$ cat config.mk
export PLATFORM = sky130hd
export DESIGN_NAME = pot_cmd_engine
export DESIGN_NICKNAME = d
export VERILOG_FILES = /design/src/rtl/pot_cmd_engine.sv
export SDC_FILE = /design/constraint.sdc
export NUM_CORES = 1
export LEC_CHECK = 0
export ABC_AREA = 1
export BUFFER_PORTS_ARGS = -buffer_cell sky130_fd_sc_hd__buf_2
export CAP_MARGIN = 20
export CELL_PAD_IN_SITES_DETAIL_PLACEMENT = 0
export CELL_PAD_IN_SITES_GLOBAL_PLACEMENT = 1
export CORE_UTILIZATION = 25
export CTS_CLUSTER_SIZE = 12
export DETAILED_ROUTE_END_ITERATION = 12
export PLACE_DENSITY_LB_ADDON = 0.1
export SLEW_MARGIN = 20
export SYNTH_ARGS = -nofsm -noshare
export SYNTH_HDL_FRONTEND = slang
export SYNTH_SLANG_ARGS = --single-unit
export TNS_END_PERCENT = 1
$ cat constraint.sdc
create_clock -name clk -period 3.7 [get_ports clk]
set_input_delay 0.74 -clock clk [delete_from_list [all_inputs] [get_ports clk]]
set_output_delay 0.74 -clock clk [all_outputs]
set_load 0.02 [all_outputs]
$ cat src/rtl/pot_cmd_engine.sv
module pot_cmd_engine #(
  parameter int          STORE_CYC = 40,
  parameter logic [23:0] DR_INIT   = 24'h0
) (
  input  logic       clk,
  input  logic       rst_n,
  input  logic       start_i,
  input  logic       stop_i,
  input  logic       byte_vld_i,
  input  logic [7:0] byte_i,
  input  logic       step_i,
  input  logic       step_up_i,
  input  logic       wp_n_i,
  output logic       ack_o,
  output logic       tx_vld_o,
  output logic [7:0] tx_byte_o,
  output logic [5:0] wiper_o,
  output logic       busy_o
);
  localparam int CW = $clog2(STORE_CYC + 1);

  typedef enum logic [1:0] {P_IDLE, P_INSTR, P_DATA, P_STEP} phase_t;

  phase_t          phase;
  logic [3:0][5:0] dr;
  logic [5:0]      wiper;
  logic            busy;
  logic [CW-1:0]   cnt;
  logic            to_dr;
  logic [1:0]      sel_q;
  logic            pend;
  logic [1:0]      pend_sel, st_sel;
  logic [5:0]      pend_val, st_val;
  logic            known;

  wire [3:0] opc  = byte_i[7:4];
  wire [1:0] rsel = byte_i[3:2];

  always_comb begin
    case (opc)
      4'h9, 4'hA, 4'hB, 4'hC, 4'hD, 4'hE, 4'h2: known = 1'b1;
      default:                                 known = 1'b0;
    endcase
  end

  wire instr_ok = known && (byte_i[1:0] == 2'b00) && !busy;

  assign wiper_o = wiper;
  assign busy_o  = busy;

  always_ff @(posedge clk or negedge rst_n) begin
    if (!rst_n) begin
      dr        <= DR_INIT;
      wiper     <= DR_INIT[5:0];
      busy      <= 1'b0;
      cnt       <= '0;
      phase     <= P_IDLE;
      to_dr     <= 1'b0;
      sel_q     <= '0;
      pend      <= 1'b0;
      pend_sel  <= '0;
      pend_val  <= '0;
      st_sel    <= '0;
      st_val    <= '0;
      ack_o     <= 1'b0;
      tx_vld_o  <= 1'b0;
      tx_byte_o <= '0;
    end else begin
      ack_o    <= 1'b0;
      tx_vld_o <= 1'b0;
      if (busy) begin
        if (cnt == '0) begin
          busy       <= 1'b0;
          dr[st_sel] <= st_val;
        end else begin
          cnt <= cnt - 1'b1;
        end
      end
      if (start_i) begin
        phase <= P_INSTR;
        pend  <= 1'b0;
      end else if (stop_i) begin
        phase <= P_IDLE;
        pend  <= 1'b0;
        if (pend && wp_n_i && !busy) begin
          busy   <= 1'b1;
          cnt    <= CW'(STORE_CYC - 1);
          st_sel <= pend_sel;
          st_val <= pend_val;
        end
      end else if (byte_vld_i) begin
        case (phase)
          P_INSTR: begin
            phase <= P_IDLE;
            if (instr_ok) begin
              ack_o <= 1'b1;
              case (opc)
                4'h9: begin tx_vld_o <= 1'b1; tx_byte_o <= {2'b00, wiper}; end
                4'hB: begin tx_vld_o <= 1'b1; tx_byte_o <= {2'b00, dr[rsel]}; end
                4'hA: begin phase <= P_DATA; to_dr <= 1'b0; end
                4'hC: begin phase <= P_DATA; to_dr <= 1'b1; sel_q <= rsel; end
                4'hD: wiper <= dr[rsel];
                4'hE: begin pend <= 1'b1; pend_sel <= rsel; pend_val <= wiper; end
                default: phase <= P_STEP;
              endcase
            end
          end
          P_DATA: begin
            phase <= P_IDLE;
            if (byte_i[7:6] == 2'b00) begin
              ack_o <= 1'b1;
              if (to_dr) begin
                pend     <= 1'b1;
                pend_sel <= sel_q;
                pend_val <= byte_i[5:0];
              end else begin
                wiper <= byte_i[5:0];
              end
            end
          end
          default: ;
        endcase
      end else if (step_i && phase == P_STEP) begin
        if (step_up_i && wiper != 6'h3F) wiper <= wiper + 1'b1;
        else if (!step_up_i && wiper != 6'h00) wiper <= wiper - 1'b1;
      end
    end
  end

  p_busy_from_stop_r7: assert property (@(posedge clk) disable iff (!rst_n)
    $rose(busy_o) |-> $past(stop_i));

  p_dr_hold_r7: assert property (@(posedge clk) disable iff (!rst_n)
    !busy |=> $stable(dr));

  p_wp_block_r8: assert property (@(posedge clk) disable iff (!rst_n)
    (stop_i && !start_i && !wp_n_i && !busy) |=> !busy_o);

  p_busy_noack_r11: assert property (@(posedge clk) disable iff (!rst_n)
    (byte_vld_i && !start_i && !stop_i && phase == P_INSTR && busy) |=> !ack_o);

  p_bad_noack_r10: assert property (@(posedge clk) disable iff (!rst_n)
    (byte_vld_i && !start_i && !stop_i && phase == P_INSTR && !known) |=> !ack_o);

  p_tx_with_ack_r3: assert property (@(posedge clk) disable iff (!rst_n)
    tx_vld_o |-> ack_o);

  p_step_top_r12: assert property (@(posedge clk) disable iff (!rst_n)
    (phase == P_STEP && step_i && step_up_i && !start_i && !stop_i && !byte_vld_i
     && wiper == 6'h3F) |=> wiper_o == 6'h3F);

  p_step_bottom_r12: assert property (@(posedge clk) disable iff (!rst_n)
    (phase == P_STEP && step_i && !step_up_i && !start_i && !stop_i && !byte_vld_i
     && wiper == 6'h00) |=> wiper_o == 6'h00);
endmodule

# --- Word-level counts from Yosys, hierarchy flattened ---
# Cells that the tools add are included.
# W data, S select, Z words.
op_classes:
  addsub: 3
  multipliers: 0
  div: 0
  order_cmp: 3
  n_eq_ne: 24
  shifts: 0
  muxes: 63
  bitwise_logic: 2
  reduce_logical: 34
op_table:
  columns: ["operator", "count"]
  rows:
  - ["$mux W6", 19]
  - ["$bwmux W24", 1]
  - ["$eq A4 B4 Y1 const B", 6]
  - ["$mux W1", 24]
  - ["$pmux W6 S2", 2]
  - ["$reduce_and A6 Y1", 4]
  - ["$mux W2", 8]
  - ["$ne A4 B4 Y1 const B", 4]
  - ["$pmux W8 S2", 1]
  - ["$bmux W6 S2", 1]
  - ["$demux W6 S2", 1]
  - ["$pmux W2 S2", 3]
  - ["$sub A6 B1 Y6 const B", 2]
  - ["$ne A3 B3 Y1 const B", 3]
  - ["$reduce_and A9 Y1", 1]
  - ["$logic_and A1 B1 Y1", 8]
  - ["$ne A2 B2 Y1 const B", 4]
  - ["$reduce_and A8 Y1", 1]
  - ["$reduce_bool A2 Y1", 4]
  - ["$reduce_or A7 Y1", 1]
  - ["$add A6 B1 Y6 const B", 1]
  - ["$logic_not A6 Y1", 1]
  - ["$lt A2 B3 Y1 const B", 2]
  - ["$ne A6 B6 Y1 const B", 1]
  - ["17 further kinds", 26]
totals:
  regBits: 69
  latchBits: 0
  ram_bits: 0
  romBits: 0
  word_cells: 147
  mem_count: 0

# --- Longest topological paths before layout ---
# Gate-level depths: netlist of the first run.
depth:
  depth_word: 10
  depth_mapped: 16
  mapped_depth_nobuf: 16

# --- Worst setup path after synthesis of the first run ---
# No wires, ideal clock.
synth_path:
  kind: "input -> register"
  startpoint: "input port step_up_i"
  endpoint: "register wiper[5], in the netlist wiper_o[5]"
  arrival_ns: 1.845
  required_time_ns: 3.582
  slack_ns: 1.737
  stages: 12
  cell_sequence: "nand2_1 ha_1 nand2_1 nand2_1 nand2_1 nand2_1 nor2_1 nand3_1 nand3_1 nand2_1 nand3_1 nand2_1"
synth_via:
  elab_chain_len: 4
  word_cells_on_any_way: 8
synth_lines:
  columns: ["item", "line_no", "rtl"]
  rows:
  - ["start, declared", "12", "input logic step_up_i,"]
  - ["$logic_not A1 Y1 / $logic_and A1 B1 Y1 (equally long branches)", "125, 124", null]
  - ["$logic_and A1 B1 Y1 / $mux W6 (equally long branches)", "125, 124", null]
  - ["$reduce_bool A3 Y1 (no line) / $mux W6 (equally long branches)", null, null]
  - ["$reduce_and A9 Y1 (no line) / $mux W6 (equally long branches)", null, null]
  - ["end signal, assigned", "117", "wiper <= byte_i[5:0];"]
  - ["end signal, assigned", "124", "if (step_up_i && wiper != 6'h3F) wiper <= wiper + 1'b1;"]
  - ["end signal, assigned", "125", "else if (!step_up_i && wiper != 6'h00) wiper <= wiper - 1'b1;"]
  - ["end, declared", "26", "logic [5:0] wiper;"]
# Parallel ways exist; a longest one is shown, timed or not. The select of a mux whose other input is x is not followed.
# A chain may end at the register's enable or synchronous reset.

# --- Worst setup path in the final report of the first run ---
layout_path:
  startpoint: "register phase[0]"
  endpoint: "register pend_val[1]"
layout_via:
  elab_chain_len: 3
  word_cells_on_any_way: 9
layout_lines:
  columns: ["item", "line_no", "rtl"]
  rows:
  - ["start, declared", "24", "phase_t phase;"]
  - ["start signal, assigned", "57", "phase <= P_IDLE;"]
  - ["start signal, assigned", "80", "phase <= P_INSTR;"]
  - ["start signal, assigned", "83", "phase <= P_IDLE;"]
  - ["$eq A2 B1 Y1 / $eq A2 B2 Y1 (equally long branches)", "92", "case (phase)"]
  - ["$ne A2 B2 Y1 (no line) / $reduce_bool A2 Y1 (equally long branches)", null, null]
  - ["$reduce_and A8 Y1 (no line)", null, null]
  - ["end signal, assigned", "115", "pend_val <= byte_i[5:0];"]
  - ["end, declared", "33", "logic [5:0] pend_val, st_val;"]
# Parallel ways exist; a longest one is shown, timed or not.

==> qor.txt, run 1 <==
CTS tree: yes
ant diodes: 0
post-CTS sizing: 0
# IOs: 33
DRC Markers: 0
Reg-to-Reg End: pend_val[1]$_DFFE_PN0P_
Worst setup EP type: flop
hold path depth: 2
WS Path Type: flop to flop
skew final: 0.00710 ns
Hold EP: pend_sel[1]$_DFFE_PN0P_
DR pass1 iterations: 4
Cell variety after synth: 33
clock-pin slew on the worst setup and hold paths: 0.06 ns
Yosys top cell area share: 45.7%
startpoint types: flop
Worst R2R Setup Slack: 1.05 ns
Slew headroom: 40.9%
core area: 14100 sq um
commonest non-fill, non-tap cell in the layout: nand2_1
actual slew at the worst max-slew pin: 0.887 ns
die width: 123 microns
final setup fails: 0
Avg Inst Size Synth: 7.64 sq um
WL/cell: 15.5 microns
R2R Path Start: phase[0]$_DFFE_PN0P_
postcts setup bufs: 0
vias per cell: 4.61
# hold bufs at CTS: 0
FF+latch count, synth: 67
crit path max fanout: 19
global-route wire length before repair: 17500 microns
GRT Residual Overflow: 0
maximum VDD drop: 234 uV
FF+latch area: 1680 sq um
# port buffers: 30
WP data required: 3.93 ns
DR vias: 3197
Die H: 123 microns
First DRT Iteration DRCs: 180
Max Cap Viol: 0
crit-path max cell delay: 0.64 ns
antenna viol nets, final: 0
number of buffers created by CTS: 9
Crit-path slowest cell: ha_1
clk root buf: clkbuf_16
Bufs on Longest Clock Path: 2
gpl congestion: 0.751
Sink Count: 67
row count: 43
area taken by multi-input logic gates: 1700 sq um
final worst-path cycle share: 71.6%
vias in the first global route: 3216
area grow syn2layout: 18.7%
final setup TNS: 0 ns
filler cell count: 1578
biggest area consumer among synthesized cells: dfrtp_1
HPWL after detailed placement: 7980 microns
post-placement cell count: 678
commonest non-fill, non-tap cells in the layout: nand2_1, dfrtp_1, o21ai_0
status: completed
leakage power: 2.20 nW
CP Buf/Inv Count: 3
final-report hold violation count: 0
Crit path max-delay family: buffers and inverters
initial antenna violation count: 0
Syn Inst Count: 480
WL final: 10700 microns
Post-synth EDFFs: 0
RSZ-0062 raised after global routing: no
Worst R2R Path Depth: 9
largest net degree at the start of global routing: 36
worst hold-check path type: flop to flop
worst-path cell chain: inv_1 -> ha_1 -> clkinv_1 -> o21ai_1 -> nor3_2 -> nand3_4 -> nand2_1 -> o21ai_2 -> inv_1
final-report max-slew violation count: 0
hold path start: pend_sel[1]$_DFFE_PN0P_
GRT Util Overall: 15.8%
critical path arrival: 2.88 ns
post-synthesis instance area: 3670 sq um
Fmax: 377 MHz
H-tree levels: 3
share of post-route cells with drive strength above 1: 14.8%
Synth async-reset ratio: 100%
Non-Filler Instances: 694
ranking of synthesized cells by area: dfrtp_1, nand2_1, o21ai_0, inv_1, nand3_1
die area: 15200 sq um
initial core utilization: 26.0%
time the worst path needs with I/O delays and setup: 2.65 ns
Nets: 534
register area share after synthesis: 45.7%
Ys Warns: 0
CP dominant cell by count: inv_1
power per cell area: 510 nW/um^2
later-pin clock latency in the skew report: 0.34 ns
Post-synth top flop: dfrtp_1
registers in the layout, summed over array words and instances, names as in the netlist, 2 cells and up:
signal     count
sel_q          2
st_sel         2
dr            24
phase          2
st_val         6
pend_sel       2
tx_byte_o      6
cnt            6
pend_val       6
wiper_o        6
worst max-delay path by stage:
| stage | start | endpoint | slack (ns) | cells after the start |
|---|---|---|---|---|
| 3_3_place_gp | phase[0]$_DFFE_PN0P_ | pend_val[3]$_DFFE_PN0P_ | 1.02 | 9 |
| 3_5_place_dp | phase[0]$_DFFE_PN0P_ | pend_val[3]$_DFFE_PN0P_ | 1.04 | 9 |
| 6_report | phase[0]$_DFFE_PN0P_ | pend_val[1]$_DFFE_PN0P_ | 1.05 | 9 |
| 4_1_cts | phase[0]$_DFFE_PN0P_ | pend_val[5]$_DFFE_PN0P_ | 1.02 | 9 |
| 5_1_grt | phase[0]$_DFFE_PN0P_ | pend_val[3]$_DFFE_PN0P_ | 0.77 | 9 |
| 2_1_floorplan | step_up_i | wiper_o[5]$_DFFE_PN0P_ | 1.74 | 12 |
cell type report:
class / count / area share [%]
repair buffers: 32 / 4.08
inverters: 61 / 5.26
clock buffers: 9 / 5.17
multi-input cells: 338 / 38.9
flip-flops and latches: 67 / 38.5
clock inverters: 7 / 2.87
well taps: 180 / 5.17
Yosys cell counts (3+ instances only):
| cell | number |
|---|---|
| a21oi_1 | 19 |
| a31oi_1 | 3 |
| buf_2 | 4 |
| clkbuf_1 | 8 |
| dfrtp_1 | 67 |
| ha_1 | 8 |
| inv_1 | 55 |
| inv_2 | 4 |
| nand2_1 | 142 |
| nand2_2 | 3 |
| nand2_4 | 3 |
| nand3_1 | 29 |
| nor2_1 | 24 |
| nor3_1 | 5 |
| o21ai_0 | 60 |
| o21ai_1 | 14 |
| o21ai_2 | 8 |
| xor2_1 | 3 |
per-layer routing:
metal | up-vias | part of all wire (%) | track usage [%]
met5 | - | 0 | 0
met4 | 0 | 1.8 | 6.63
met3 | 11 | 2.2 | 2.63
met2 | 33 | 48 | 25.2
met1 | 1554 | 48 | 21.2
li1 | 1599 | - | -
report_power, final:
group	switching (mW)	internal (mW)
registers	0.0596	0.781
logic	0.238	0.126
clock network	0.350	0.664
per-stage QoR:
step                utilization [%]  hold slack [ns]  instance area (sq um)  power, mW  worst slack, ns
CTS                            30.9            0.484                   4350       2.26             1.02
floorplan                         -            0.444                   3670       1.08             1.74
finish                         30.9            0.483                   4350       2.22             1.05
global route                   30.9            0.504                   4350       2.33            0.766
global placement               28.4            0.467                   4000       1.22             1.02
detailed placement             28.4            0.469                   4000       1.22             1.04
cell families (layout without fill, tap and decap cells):
family	after synthesis	count (layout)	synth area share (%)
adders and majority gates	9	9	3.27
other	1	2	0.102
xor gates and xnor gates	3	3	0.716
AOI/OAI and AO/OA	104	104	15.1
DFF	67	67	45.7
and+or+nand+nor	220	220	26.8
buffers and inverters	76	109	8.32
worst min-delay path: stages (launching register included):
cell	delay [ns]
dfrtp_1	0.34
nand2_1	0.07
o21ai_2	0.05
Power figures use the tool's default switching activity.
==> run 2: changes to the inputs <==
==> constraint.sdc (replaced) <==
create_clock -name clk -period 2.65 [get_ports clk]
set_input_delay 0.53 -clock clk [delete_from_list [all_inputs] [get_ports clk]]
set_output_delay 0.53 -clock clk [all_outputs]
set_load 0.02 [all_outputs]
==> run 2 against run 1 <==
Net effect:
- largest power group unchanged
- die area unchanged
- hold slack got worse by 0.27 ns
- utilization increased by 0.56 points
- highest routed layer unchanged
- routed wire length decreased by 3.7%
- sequential share of layout area decreased by 0.68 points
- via count decreased by 1.1%
- count of clock-buffer cells in the layout increased by 3
- power increased by 45%
- maximum frequency increased by 21%
- combinational power increased by 40%
- clock power increased by 51%
==> qor.txt, run 2 (synthesis gave the netlist of run 1 again) <==
hold_ws: 0.208 ns (-0.274 ns)
worst setup margin: 0.465 ns (-0.584 ns)
power per cell area: 725 nW/um^2 (+42%)
Worst R2R Path Depth: 15 (+6)
startpoint types: flop
largest net degree at the start of global routing: 33 (-8.3%)
post-CTS sizing: 0 (unchanged)
met2 WL post-DR: 4700 microns (-8.0%)
gpl congestion: 0.767 (+2.1%)
Bufs on Longest Clock Path: 2 (unchanged)
First DRT Iteration DRCs: 193 (+7.2%)
post-layout util: 31.4% (+0.56 points)
metal3 WL: 305 microns (+27%)
RSZ-0062 raised after global routing: no
Worst setup EP type: flop
share of post-route cells with drive strength above 1: 15.7% (+0.95 points)
vias in the first global route: 3146 (-2.2%)
later-pin clock latency in the skew report: 0.34 ns (about the same)
GRT Util Overall: 15.3% (-0.57 points)
Slew headroom: 58.2% (+17 points)
Die H: 123 microns (unchanged)
WL final: 10300 microns (-3.7%)
initial antenna violation count: 0 (unchanged)
die area: 15200 sq um (unchanged)
worst hold-check path type: input port to async pin
most flop-heavy register: dr
final-report hold violation count: 0 (unchanged)
H-tree levels: 3 (unchanged)
FF+latch area: 1680 sq um (unchanged)
skew final: 0.00611 ns (-0.000986 ns)
R2R Path Start: wiper_o[1]$_DFFE_PN0P_
clock-pin slew on the worst setup and hold paths: 0.06 ns (about the same)
row count: 43 (unchanged)
max reg flops: 24 (unchanged)
area taken by multi-input logic gates: 1700 sq um (unchanged)
commonest non-fill, non-tap cells in the layout: nand2_1, dfrtp_1, o21ai_0
# hold bufs at CTS: 0 (unchanged)
final worst-path cycle share: 82.4% (+11 points)
final setup TNS: 0 ns (unchanged)
final setup fails: 0 (unchanged)
number of buffers created by CTS: 9 (unchanged)
HPWL after detailed placement: 7690 microns (-3.6%)
maximum VDD drop: 320 uV (+37%)
core area: 14100 sq um (unchanged)
Nets: 541 (+1.3%)
CTS tree: yes
GRT Residual Overflow: 0 (unchanged)
vias per cell: 4.51 (-2.1%)
met1 wire length: 5220 microns (+0.73%)
antenna viol nets, final: 0 (unchanged)
DRC Markers: 0 (unchanged)
DR vias: 3161 (-1.1%)
final-report max-slew violation count: 0 (unchanged)
Max Cap Viol: 0 (unchanged)
# IOs: 33 (unchanged)
Non-Filler Instances: 701 (+1.0%)
Fmax: 458 MHz (+21%)
filler cell count: 1547 (-2.0%)
commonest non-fill, non-tap cell in the layout: nand2_1
top sig layer: met4
# port buffers: 30 (unchanged)
Sink Count: 67 (unchanged)
Placement Setup Slack: 0.445 ns (-0.594 ns)
ant diodes: 0 (unchanged)
Reg-to-Reg End: wiper_o[5]$_DFFE_PN0P_
CP startpoint: wiper_o[1]$_DFFE_PN0P_
leakage power: 2.24 nW (+2.2%)
postcts setup bufs: 0 (unchanged)
area grow syn2layout: 20.8%
time the worst path needs with I/O delays and setup: 2.18 ns (-0.466 ns)
die width: 123 microns (unchanged)
global-route wire length before repair: 17000 microns (-2.8%)
WL/cell: 14.8 microns (-4.6%)
clk root buf: clkbuf_16
Worst R2R Setup Slack: 0.47 ns (-0.58 ns)
DR pass1 iterations: 4 (unchanged)
crit path capture: wiper_o[5]$_DFFE_PN0P_
WP data required: 2.88 ns (-1.05 ns)
critical path arrival: 2.42 ns (-0.46 ns)
initial core utilization: 26.0% (unchanged)
crit path max fanout: 6 (-13)
post-placement cell count: 685 (+1.0%)
WS Path Type: flop to flop
actual slew at the worst max-slew pin: 0.627 ns (-0.259 ns)
status: completed
[run 2: cell count changes in the layout (fill, tap and decap cells not counted), sizes merged]
cell,previous run,this run
buf,32,39
clkbuf,9,12
clkinv,5,2
bufinv,3,4
inv,60,59
[run 2: worst max-delay path, cell delays in order (launching register included)]
cell     delay, ns
dfrtp_1       0.52
nand2_1       0.08
nor2_1        0.09
nand2_1       0.07
nand2_1       0.22
ha_1          0.35
nand2_1       0.11
nand2_1       0.05
nand2_1       0.05
nand2_1       0.05
nor2_1        0.13
nand3_1       0.09
nand3_1       0.08
nand2_1       0.05
nand3_1       0.08
nand2_1       0.05
[run 2: worst min-delay path by stage]
stage	start	end	slack [ns]	cells past startpoint
floorplan	rst_n	ack_o$_DFF_PN0_	0.23	0
global placement	dr[16]$_DFFE_PN0P_	dr[16]$_DFFE_PN0P_	0.46	2
detailed placement	dr[10]$_DFFE_PN0P_	dr[10]$_DFFE_PN0P_	0.47	2
CTS	rst_n	cnt[4]$_DFF_PN0_	0.23	1
global route	rst_n	cnt[4]$_DFF_PN0_	0.26	1
finish	rst_n	cnt[4]$_DFF_PN0_	0.21	1
[run 2: cell type report]
type | count | share of cell area [%]
flip-flops and latches | 67 | 37.8
clock buffers | 12 | 5.79
well taps | 180 | 5.08
repair buffers | 39 | 5.19
multi-input cells | 338 | 38.2
clock inverters | 4 | 2.71
inverters | 61 | 5.17
[run 2: power breakdown]
group          total [mW]  switching, mW  internal (mW)
combinational       0.510          0.331          0.180
clock                1.53          0.467           1.07
sequential           1.17         0.0768           1.09
[run 2: metal layers]
layer	vias up	track usage (%)
li1	1612	-
met1	1502	20.6
met2	37	23.9
met3	10	4.15
met4	0	4.07
met5	-	0
[run 2: metrics by stage]
stage | total power, mW | cell area (sq um)
4_1_cts | 3.27 | 4430
6_report | 3.21 | 4430
3_5_place_dp | 1.70 | 4060
2_1_floorplan | 1.51 | 3670
5_1_grt | 3.39 | 4430
3_3_place_gp | 1.70 | 4060
==> run 3: changes to the inputs <==
==> constraint.sdc (replaced) <==
create_clock -name clk -period 1.84 [get_ports clk]
set_input_delay 0.368 -clock clk [delete_from_list [all_inputs] [get_ports clk]]
set_output_delay 0.368 -clock clk [all_outputs]
set_load 0.02 [all_outputs]
==> run 3 against run 2 <==
Net effect:
- sequential cell count did not move
- clock skew barely moved
- global-route usage fell by 0.23 points
- worst setup slack got worse by 0.43 ns
- clock power rose by 24%
- critical path type unchanged
- largest power group unchanged
==> qor.txt, run 3 (synthesis gave the netlist of run 1 again) <==
Clock power frac: 42.3% (-5.5 points)
switching pwr: 1.29 mW (+48%)
post-layout util: 33.7% (+2.3 points)
row count: 43 (unchanged)
commonest non-fill, non-tap cells in the layout: nand2_1, dfrtp_1, o21ai_0
R2R Path Start: wiper_o[3]$_DFFE_PN0P_
most flop-heavy register: dr
antenna viol nets, final: 0 (unchanged)
sw frac: 28.8% (+1.6 points)
DR pass1 iterations: 5 (+1)
WL/cell: 14.0 microns (-5.0%)
worst hold-check path type: input port to async pin
WL final: 10300 microns (-0.82%)
vias per cell: 4.42 (-2.0%)
Worst R2R Setup Slack: 0.03 ns (-0.43 ns)
Pwr Total: 4.48 mW (+40%)
Combinational Power Share: 21.4% (+5.5 points)
internal power: 3.19 mW (+37%)
sequential share of power: 36.3% (about the same)
leakage power: 2.37 nW (+5.5%)
WS Path Type: flop to flop
commonest non-fill, non-tap cell in the layout: nand2_1
max reg flops: 24 (unchanged)
Fmax: 553 MHz (+21%)
final-report hold violation count: 0 (unchanged)
GRT Util Overall: 15.0% (-0.23 points)
global-route wire length before repair: 17000 microns (-0.36%)
final setup fails: 0 (unchanged)
initial antenna violation count: 0 (unchanged)
status: completed
Sink Count: 67 (unchanged)
Worst R2R Path Depth: 12 (-3)
die width: 123 microns (unchanged)
clk root buf: clkbuf_16
share of post-route cells with drive strength above 1: 23.9% (+8.2 points)
WP data required: 2.06 ns (-0.82 ns)
RSZ-0062 raised after global routing: yes
ant diodes: 0 (unchanged)
die area: 15200 sq um (unchanged)
crit path max fanout: 6 (unchanged)
final worst-path cycle share: 98.3% (+16 points)
DR vias: 3236 (+2.4%)
number of buffers created by CTS: 9 (unchanged)
time the worst path needs with I/O delays and setup: 1.81 ns (-0.377 ns)
hold_ws: 0.0474 ns (-0.161 ns)
Reg-to-Reg End: wiper_o[3]$_DFFE_PN0P_
gpl congestion: 0.775 (+1.1%)
Nets: 572 (+5.7%)
Non-Filler Instances: 732 (+4.4%)
clock-pin slew on the worst setup and hold paths: 0.06 ns (about the same)
power per cell area: 943 nW/um^2 (+30%)
CTS tree: yes
HPWL after detailed placement: 7690 microns (about the same)
skew final: 0.00634 ns (+0.000232 ns)
First DRT Iteration DRCs: 149 (-23%)
later-pin clock latency in the skew report: 0.33 ns (about the same)
Die H: 123 microns (unchanged)
largest net degree at the start of global routing: 68 (+110%)
GRT Residual Overflow: 0 (unchanged)
Worst setup EP type: flop
# port buffers: 30 (unchanged)
area grow syn2layout: 29.6%
Bufs on Longest Clock Path: 2 (unchanged)
critical path arrival: 2.03 ns (-0.39 ns)
final-report max-slew violation count: 0 (unchanged)
vias in the first global route: 3261 (+3.7%)
DRC Markers: 0 (unchanged)
initial core utilization: 26.0% (unchanged)
startpoint types: flop
H-tree levels: 3 (unchanged)
maximum VDD drop: 445 uV (+39%)
Max Cap Viol: 0 (unchanged)
core area: 14100 sq um (unchanged)
# IOs: 33 (unchanged)
post-placement cell count: 715 (+4.4%)
run 3: cell count changes in the layout (fill, tap and decap cells not counted), sizes merged:
| cell | previous run | this run |
|---|---|---|
| buf | 39 | 70 |
| bufinv | 4 | 2 |
| clkbuf | 12 | 11 |
| clkinv | 2 | 3 |
| clkinvlp | 0 | 1 |
| inv | 59 | 60 |
run 3: layout make-up:
cell class	count	area [sq um]
fillers	1522	9340
multi-input cells	338	1800
flip-flops and latches	67	1680
repair buffers	70	487
clock buffers	11	243
inverters	61	229
well taps	180	225
clock inverters	5	85.1
run 3: layer usage:
layer / vias to the layer above / share of wire [%] / global-route usage, %
li1: 1672 / - / -
met1: 1514 / 49 / 20.5
met2: 40 / 46 / 23.5
met3: 10 / 3.0 / 2.63
met4: 0 / 1.5 / 6.10
met5: - / 0 / 0
run 3: how the worst max path moves through the flow:
stage                           startpoint                      to  slack, ns  depth (start not counted)
floorplan           wiper_o[4]$_DFFE_PN0P_  wiper_o[3]$_DFFE_PN0P_       0.03                         12
global placement    wiper_o[0]$_DFFE_PN0P_  wiper_o[3]$_DFFE_PN0P_      -0.06                         12
detailed placement  wiper_o[4]$_DFFE_PN0P_  wiper_o[3]$_DFFE_PN0P_      -0.11                         12
CTS                 wiper_o[4]$_DFFE_PN0P_  wiper_o[3]$_DFFE_PN0P_    -0.0004                         12
global route        wiper_o[3]$_DFFE_PN0P_  wiper_o[5]$_DFFE_PN0P_      -0.10                         16
finish              wiper_o[3]$_DFFE_PN0P_  wiper_o[3]$_DFFE_PN0P_       0.03                         12
run 3: critical path, cell delays in order, from the launching register on:
cell and delay (ns):
dfrtp_2 0.39, nand2_1 0.07, nor2_1 0.04, nand2_1 0.11
nand2_4 0.13, ha_4 0.28, nand3_1 0.09, nand3_1 0.08
xor2_1 0.14, o21ai_1 0.17, inv_1 0.06, nand3_1 0.08
nand2_1 0.05
run 3: power by group through the flow:
stage,Sequential [mW],Clock [mW],Combinational (mW)
6_report,1.63,1.90,0.959
5_1_grt,1.64,2.00,1.09
4_1_cts,1.63,1.96,0.926
3_5_place_dp,1.66,0,0.919
3_3_place_gp,1.65,0,0.916
2_1_floorplan,1.73,0,0.487
run 3: repair_timing:
action	4_1_cts	5_1_grt
resized for setup	3	16
setup endpoints to repair	4	36
pin swaps	0	17
hold buffers	0	0
buffers inserted	0	1
run 3: metrics by stage:
stage	setup WS, ns	cell area [sq um]	setup TNS [ns]
final	0.0320	4750	0
after CTS	-0.000363	4670	-0.000363
after global routing	-0.102	4750	-0.560
after global placement	-0.0633	4340	-0.0891
after detailed placement	-0.107	4340	-0.190
after floorplan	0.0254	3720	0
